**config.mk**
```make
export PLATFORM = sky130hd
export DESIGN_NAME = port_width_matcher
export DESIGN_NICKNAME = d
export VERILOG_FILES = /design/src/rtl/pwm_pkg.sv /design/src/rtl/pwm_mode_decode.sv /design/src/rtl/pwm_lane_swap.sv /design/src/rtl/pwm_packer.sv /design/src/rtl/pwm_unpacker.sv /design/src/rtl/port_width_matcher.sv
export SDC_FILE = /design/constraint.sdc
export NUM_CORES = 1
export LEC_CHECK = 0
export ABC_AREA = 1
export BUFFER_PORTS_ARGS = -buffer_cell sky130_fd_sc_hd__buf_2
export CAP_MARGIN = 25
export CORE_MARGIN = 2
export CORE_UTILIZATION = 57
export DETAILED_ROUTE_END_ITERATION = 10
export HOLD_SLACK_MARGIN = 0.02
export PLACE_DENSITY = 0.81
export RECOVER_POWER = 100
export SYNTH_ARGS = -nofsm -noshare
export SYNTH_HDL_FRONTEND = slang
export SYNTH_SLANG_ARGS = --single-unit
```
**constraint.sdc**
```tcl
create_clock -name clk -period 3.6 [get_ports clk]
set_input_delay 0.18 -clock clk [delete_from_list [all_inputs] [get_ports clk]]
set_output_delay 0.18 -clock clk [all_outputs]
set_load 0.005 [all_outputs]
```
**src/rtl/pwm_pkg.sv**
```systemverilog
// Shared types for the port word-width matcher.
// Assumes the two width-select bits map directly onto the mode codes.
package pwm_pkg;
    typedef enum logic [1:0] {
        MODE_BYTE     = 2'b00,
        MODE_HALF     = 2'b01,
        MODE_WIDE_REV = 2'b10,
        MODE_WIDE     = 2'b11
    } pwm_mode_e;
endpackage

```
**src/rtl/pwm_mode_decode.sv**
```systemverilog
// Turns the width select into the lanes moved per access, a wide flag
// and a reverse flag. Assumes LANES is even.
module pwm_mode_decode #(
    parameter int LANES = 4,
    localparam int CNT_W = $clog2(LANES) + 1
) (
    input  logic [1:0]       wsel,
    output logic [CNT_W-1:0] step,
    output logic             wide,
    output logic             rev
);
    import pwm_pkg::*;

    pwm_mode_e mode;
    assign mode = pwm_mode_e'(wsel);

    // Decode the mode into per-access lane count and flags.
    always_comb begin
        step = CNT_W'(LANES);
        wide = 1'b1;
        rev  = 1'b0;
        case (mode)
            MODE_BYTE: begin
                step = CNT_W'(1);
                wide = 1'b0;
            end
            MODE_HALF: begin
                step = CNT_W'(LANES / 2);
                wide = 1'b0;
            end
            MODE_WIDE_REV: rev = 1'b1;
            default: ;
        endcase
    end
endmodule

```
**src/rtl/pwm_lane_swap.sv**
```systemverilog
// Reverses the order of the lanes of a word (lane i <- lane LANES-1-i).
// Pure wiring; no assumptions beyond the parameters.
module pwm_lane_swap #(
    parameter int LANE_W = 9,
    parameter int LANES  = 4,
    localparam int WORD_W = LANE_W * LANES
) (
    input  logic [WORD_W-1:0] din,
    output logic [WORD_W-1:0] dout
);
    for (genvar i = 0; i < LANES; i++) begin : g_lane
        assign dout[i*LANE_W +: LANE_W] = din[(LANES-1-i)*LANE_W +: LANE_W];
    end
endmodule

```
**src/rtl/pwm_packer.sv**
```systemverilog
// Collects narrow writes into a full word, lane 0 first, and pushes it on
// the access that completes it. Wide mode pushes each write directly.
// Assumes LANES is a power of two and that the step divides LANES.
module pwm_packer #(
    parameter int LANE_W = 9,
    parameter int LANES  = 4,
    localparam int WORD_W = LANE_W * LANES,
    localparam int CNT_W  = $clog2(LANES) + 1,
    localparam int IDX_W  = $clog2(LANES)
) (
    input  logic              clk,
    input  logic              rst_n,
    input  logic              acc,
    input  logic [CNT_W-1:0]  step,
    input  logic              wide,
    input  logic [WORD_W-1:0] wdata,
    input  logic              fifo_full,
    output logic              push,
    output logic [WORD_W-1:0] push_data
);
    logic [CNT_W-1:0]  cnt_q;
    logic [CNT_W-1:0]  end_pos;
    logic [WORD_W-1:0] pack_q;
    logic [WORD_W-1:0] merged;
    logic              complete;

    assign end_pos  = cnt_q + step;
    assign complete = wide || (end_pos >= CNT_W'(LANES));

    for (genvar i = 0; i < LANES; i++) begin : g_lane
        localparam logic [CNT_W-1:0] IDX = CNT_W'(i);
        logic [CNT_W-1:0] src;
        logic [IDX_W-1:0] src_l;
        logic             in_win;
        assign src    = IDX - cnt_q;
        assign src_l  = src[IDX_W-1:0];
        assign in_win = (IDX >= cnt_q) && (IDX < end_pos);
        assign merged[i*LANE_W +: LANE_W] =
            in_win ? wdata[src_l*LANE_W +: LANE_W] : pack_q[i*LANE_W +: LANE_W];
    end

    assign push      = acc && complete && !fifo_full;
    assign push_data = wide ? wdata : merged;

    // Advance pack position; a refused completing write changes nothing.
    always_ff @(posedge clk) begin
        if (!rst_n) begin
            cnt_q  <= '0;
            pack_q <= '0;
        end else if (acc) begin
            if (complete) begin
                if (!fifo_full) cnt_q <= '0;
            end else begin
                cnt_q  <= end_pos;
                pack_q <= merged;
            end
        end
    end
endmodule

```
**src/rtl/pwm_unpacker.sv**
```systemverilog
// Pops a word on the first read access of each word and hands it out
// lane 0 first through a shift register into a registered read port.
// Assumes the FIFO head word is valid whenever fifo_empty is low.
module pwm_unpacker #(
    parameter int LANE_W = 9,
    parameter int LANES  = 4,
    localparam int WORD_W = LANE_W * LANES,
    localparam int CNT_W  = $clog2(LANES) + 1
) (
    input  logic              clk,
    input  logic              rst_n,
    input  logic              acc,
    input  logic [CNT_W-1:0]  step,
    input  logic              wide,
    input  logic [WORD_W-1:0] pop_word,
    input  logic              fifo_empty,
    output logic              pop,
    output logic [WORD_W-1:0] rdata
);
    logic [CNT_W-1:0]  cnt_q;
    logic [CNT_W-1:0]  end_pos;
    logic [CNT_W-1:0]  cnt_next;
    logic [WORD_W-1:0] sh_q;
    logic [WORD_W-1:0] rd_q;
    logic [WORD_W-1:0] src;
    logic [WORD_W-1:0] masked;
    logic              need_fetch;
    logic              take;

    assign need_fetch = wide || (cnt_q == '0);
    assign pop        = acc && need_fetch && !fifo_empty;
    assign take       = acc && (!need_fetch || !fifo_empty);
    assign src        = need_fetch ? pop_word : sh_q;
    assign end_pos    = (need_fetch ? '0 : cnt_q) + step;
    assign cnt_next   = (end_pos >= CNT_W'(LANES)) ? '0 : end_pos;

    for (genvar i = 0; i < LANES; i++) begin : g_mask
        localparam logic [CNT_W-1:0] IDX = CNT_W'(i);
        assign masked[i*LANE_W +: LANE_W] =
            (IDX < step) ? src[i*LANE_W +: LANE_W] : '0;
    end

    // Deliver the next lanes and shift the remainder down.
    always_ff @(posedge clk) begin
        if (!rst_n) begin
            cnt_q <= '0;
            sh_q  <= '0;
            rd_q  <= '0;
        end else if (take) begin
            rd_q  <= masked;
            sh_q  <= src >> (step * LANE_W);
            cnt_q <= cnt_next;
        end
    end

    assign rdata = rd_q;
endmodule

```
**src/rtl/port_width_matcher.sv**
```systemverilog
// Top level: matches a 9/18/36-bit port to a full-word FIFO, with an
// optional lane-reversal mode. Assumes at most one access per cycle and
// width changes only between complete words.
module port_width_matcher #(
    parameter int LANE_W = 9,
    parameter int LANES  = 4,
    localparam int WORD_W = LANE_W * LANES,
    localparam int CNT_W  = $clog2(LANES) + 1
) (
    input  logic              clk,
    input  logic              rst_n,
    input  logic [1:0]        wsel,
    input  logic              dir_rd,
    input  logic              strobe,
    input  logic [WORD_W-1:0] port_wdata,
    output logic [WORD_W-1:0] port_rdata,
    output logic              fifo_push,
    output logic [WORD_W-1:0] fifo_push_data,
    input  logic              fifo_full,
    output logic              fifo_pop,
    input  logic [WORD_W-1:0] fifo_pop_data,
    input  logic              fifo_empty
);
    logic [CNT_W-1:0]  step;
    logic              wide;
    logic              rev;
    logic              wr_acc;
    logic              rd_acc;
    logic [WORD_W-1:0] wdata_sw;
    logic [WORD_W-1:0] pop_sw;
    logic [WORD_W-1:0] wdata_eff;
    logic [WORD_W-1:0] pop_eff;

    assign wr_acc    = rst_n && strobe && !dir_rd;
    assign rd_acc    = rst_n && strobe && dir_rd;
    assign wdata_eff = rev ? wdata_sw : port_wdata;
    assign pop_eff   = rev ? pop_sw : fifo_pop_data;

    pwm_mode_decode #(.LANES(LANES)) u_dec (
        .wsel (wsel),
        .step (step),
        .wide (wide),
        .rev  (rev)
    );

    pwm_lane_swap #(.LANE_W(LANE_W), .LANES(LANES)) u_swap_wr (
        .din  (port_wdata),
        .dout (wdata_sw)
    );

    pwm_lane_swap #(.LANE_W(LANE_W), .LANES(LANES)) u_swap_rd (
        .din  (fifo_pop_data),
        .dout (pop_sw)
    );

    pwm_packer #(.LANE_W(LANE_W), .LANES(LANES)) u_pack (
        .clk       (clk),
        .rst_n     (rst_n),
        .acc       (wr_acc),
        .step      (step),
        .wide      (wide),
        .wdata     (wdata_eff),
        .fifo_full (fifo_full),
        .push      (fifo_push),
        .push_data (fifo_push_data)
    );

    pwm_unpacker #(.LANE_W(LANE_W), .LANES(LANES)) u_unpack (
        .clk        (clk),
        .rst_n      (rst_n),
        .acc        (rd_acc),
        .step       (step),
        .wide       (wide),
        .pop_word   (pop_eff),
        .fifo_empty (fifo_empty),
        .pop        (fifo_pop),
        .rdata      (port_rdata)
    );
endmodule

```
==> flow_summary.toml <==
[run_status]
status = "finished with violations"
violations = "max-capacitance violations, max-slew violations"

[synthesis]
synth_edf_count = 0
synth_flop_cell = "dfxtp_1"
synth.area.top_cells = "dfxtp_1 (26%), nand2_1 (19%), nand3_1 (12%)"
syn-num-nets = 1559
synth_seq_cells = 114
synth_top_area_share_pct = 26.4
ys_seq_area_share_pct = 26.4
synthCells = 1472
synth.distinct_cells = 42
synth_top_area_cell = "dfxtp_1"
postSynthAreaPerCell_um2 = 5.88
yosysWarnings = 0
synthArstFlopShare_pct = 0
netlist_area_mm2 = 0.00865

[finish]
drive_gt1_share_pct = 13.7
nFillCells = 1500
stdcell_area_mm2 = 0.00997
nNetsFinal = 1657
layout_common_cells = "nand2_1 (430), nand3_1 (211), inv_1 (140), o21ai_0 (126), buf_2 (121)"
area.growth.synth_to_final_pct = 15.3
mostFrequentLayoutCell = "nand2_1"

[timing]
clock.fmax_mhz = 302
tightestPinTransition_ps = 1610
clock_skew_ps = 6.96
finalSetupTns_ps = 0
setup_violations = 0
finalCritPeriodShare_pct = 91.9
whs_ps = 165
finalCriticalPeriod_ps = 3310
hold_violations = 0
fin_ws_ps = 293
grt_setup_unrepaired = "false"
drv_slew = 37
timing.max_slew.rel_slack_pct = -7.64

[worst_setup_path]
startpoint = "u_pack.cnt_q[1]$_SDFFE_PN0P_"
endpoint = "fifo_push_data[34]"
cp_data_arrival_time_ps = 3130
cp_max_fo = 11
reg2reg_setup_slack_ps = 300
path_buf_inv = 3
r2r_cells = 14
cp-end-kind = "output pin"
crit_slowest_cell = "dfxtp_1"
cpMostUsedCell = "inv_1"
critPathRequiredTime_ps = 3420
r2r-start = "u_unpack.cnt_q[0]$_SDFFE_PN0P_"
max_stage_delay_ps = 540
crit_chain = "xor2_1 -> inv_1 -> ha_1 -> o21bai_1 -> xor2_2 -> inv_1 -> nor2_2 -> o2111ai_1 -> a31oi_1 -> clkbuf_2"
crit_type = "reg2out"
timing.rr.end = "u_unpack.sh_q[2]$_SDFFE_PN0P_"
startpoint_type = "register"
cpLargestDelayFamily = "compound AO/OA/AOI/OAI gates"
cp.depth = 10

[global_routing]
antenna_found_initial = 1
grt_pass1_wl_um = 49800
first_global_vias = 9442
gr-usage-all-layers_pct = 39.3
gr-total-overflow = 0
grt_max_degree = 127

[placed_design]
dp_hpwl_um = 23500
gp_congestion = 1.04
portBuffers = 153
place_worst_setup_slack_ps = 545
placed_area_mm2 = 0.00943

[clocking]
clock_latency_ps = 430
clock-sinks = 114
cts_hold_buf = 0
numCtsBuffers = 17
ctsHtreeMaxLevel = 4
cts_resized = 0
cts_root_buffer = "clkbuf_16"
cts_tree = "done"
cts_setup_buffers = 0
cts.reportedPaths.clkPinSlew_ps = 60
cts_buffer_depth = 2

[floorplan]
num_rows = 45
initial_utilization_pct = 57.6
die_height_um = 127
core_area_mm2 = 0.0150
die_w_um = 127
ios = 154
die_area_mm2 = 0.0162

[power]
power.total_mw = 4.10
powerDensity_mw_per_mm2 = 411
peakVddDrop_mv = 0.361
p_leak_nw = 4.68

[min_path]
hold_class = "in2reg"

[routing]
firstDrtPassIters = 7
drt-wirelength-per-cell_um = 18.3
via_per_inst = 6.02
drc = 0
drt_iter0_markers = 1406
num_vias = 10657
ant_nets = 0
totalWireLength_um = 32400

[run]
maxCapViolations = 1
cell usage after synthesis (17+ instances only):
cell type,instances
clkbuf_1,52
buf_1,17
dfxtp_1,114
o21ai_0,87
a21oi_1,106
nor2_1,41
inv_1,137
buf_2,20
o21ai_1,102
nand3_1,211
nand2_1,429
cells by family after synthesis:
logic type / synth area share, %
compound gates: 21.2
xor+xnor: 0.578
fa+ha+maj: 1.10
buf+inv: 12.1
flops: 26.4
mux: 0.925
simple gates: 37.7
stage by stage:
step                cells  util, %
finish               1771     66.3
global route         1771     66.3
CTS                  1770     66.9
detailed placement   1739     62.8
global placement     1739     62.8
floorplan            1472        -
worst min-delay path: cells and delay by family:
family          cells  cell delay, ps
compound gates      2             160
simple gates        2             110
buf+inv             1             100
state kept, by name, indices dropped and copies added, names as in the netlist:
signal	cells
u_unpack.rdata	36
u_pack.cnt_q	3
u_unpack.sh_q	36
u_unpack.cnt_q	3
u_pack.pack_q	36
layout make-up:
type	instances	area, um2	area share [%]
Antenna cell	1	2.50	0.0251
Clock buffer	17	425	4.27
Clock inverter	14	205	2.06
Inverter	154	579	5.81
Multi-Input combinational cell	1101	5290	53.0
Sequential cell	114	2280	22.9
Tap cell	188	235	2.36
Timing Repair Buffer	182	953	9.56
where the power goes:
group          total (mW)  internal, mW  switching, mW
sequential           1.30          1.29         0.0123
combinational       0.941         0.291          0.650
clock                1.86          1.17          0.692
metal layers:
metal,up-vias,wire [um],GRT usage [%]
li1,5061,-,-
met4,0,2130,23.3
met1,4768,13000,51.1
met3,150,3410,8.54
met2,678,13800,60.1
met5,-,0,0
worst min path at each step:
stage / start / endpoint / slack, ps / depth (start not counted)
finish: fifo_pop_data[30] / u_unpack.rdata[3]$_SDFFE_PN0P_ / 170 / 5
global route: fifo_pop_data[30] / u_unpack.rdata[3]$_SDFFE_PN0P_ / 200 / 5
CTS: fifo_pop_data[30] / u_unpack.rdata[3]$_SDFFE_PN0P_ / 170 / 5
detailed placement: u_pack.pack_q[29]$_SDFFE_PN0P_ / u_pack.pack_q[29]$_SDFFE_PN0P_ / 420 / 2
global placement: u_pack.pack_q[29]$_SDFFE_PN0P_ / u_pack.pack_q[29]$_SDFFE_PN0P_ / 410 / 2
floorplan: u_pack.pack_q[27]$_SDFFE_PN0P_ / u_pack.pack_q[27]$_SDFFE_PN0P_ / 400 / 2
Power figures use the tool's default switching activity.
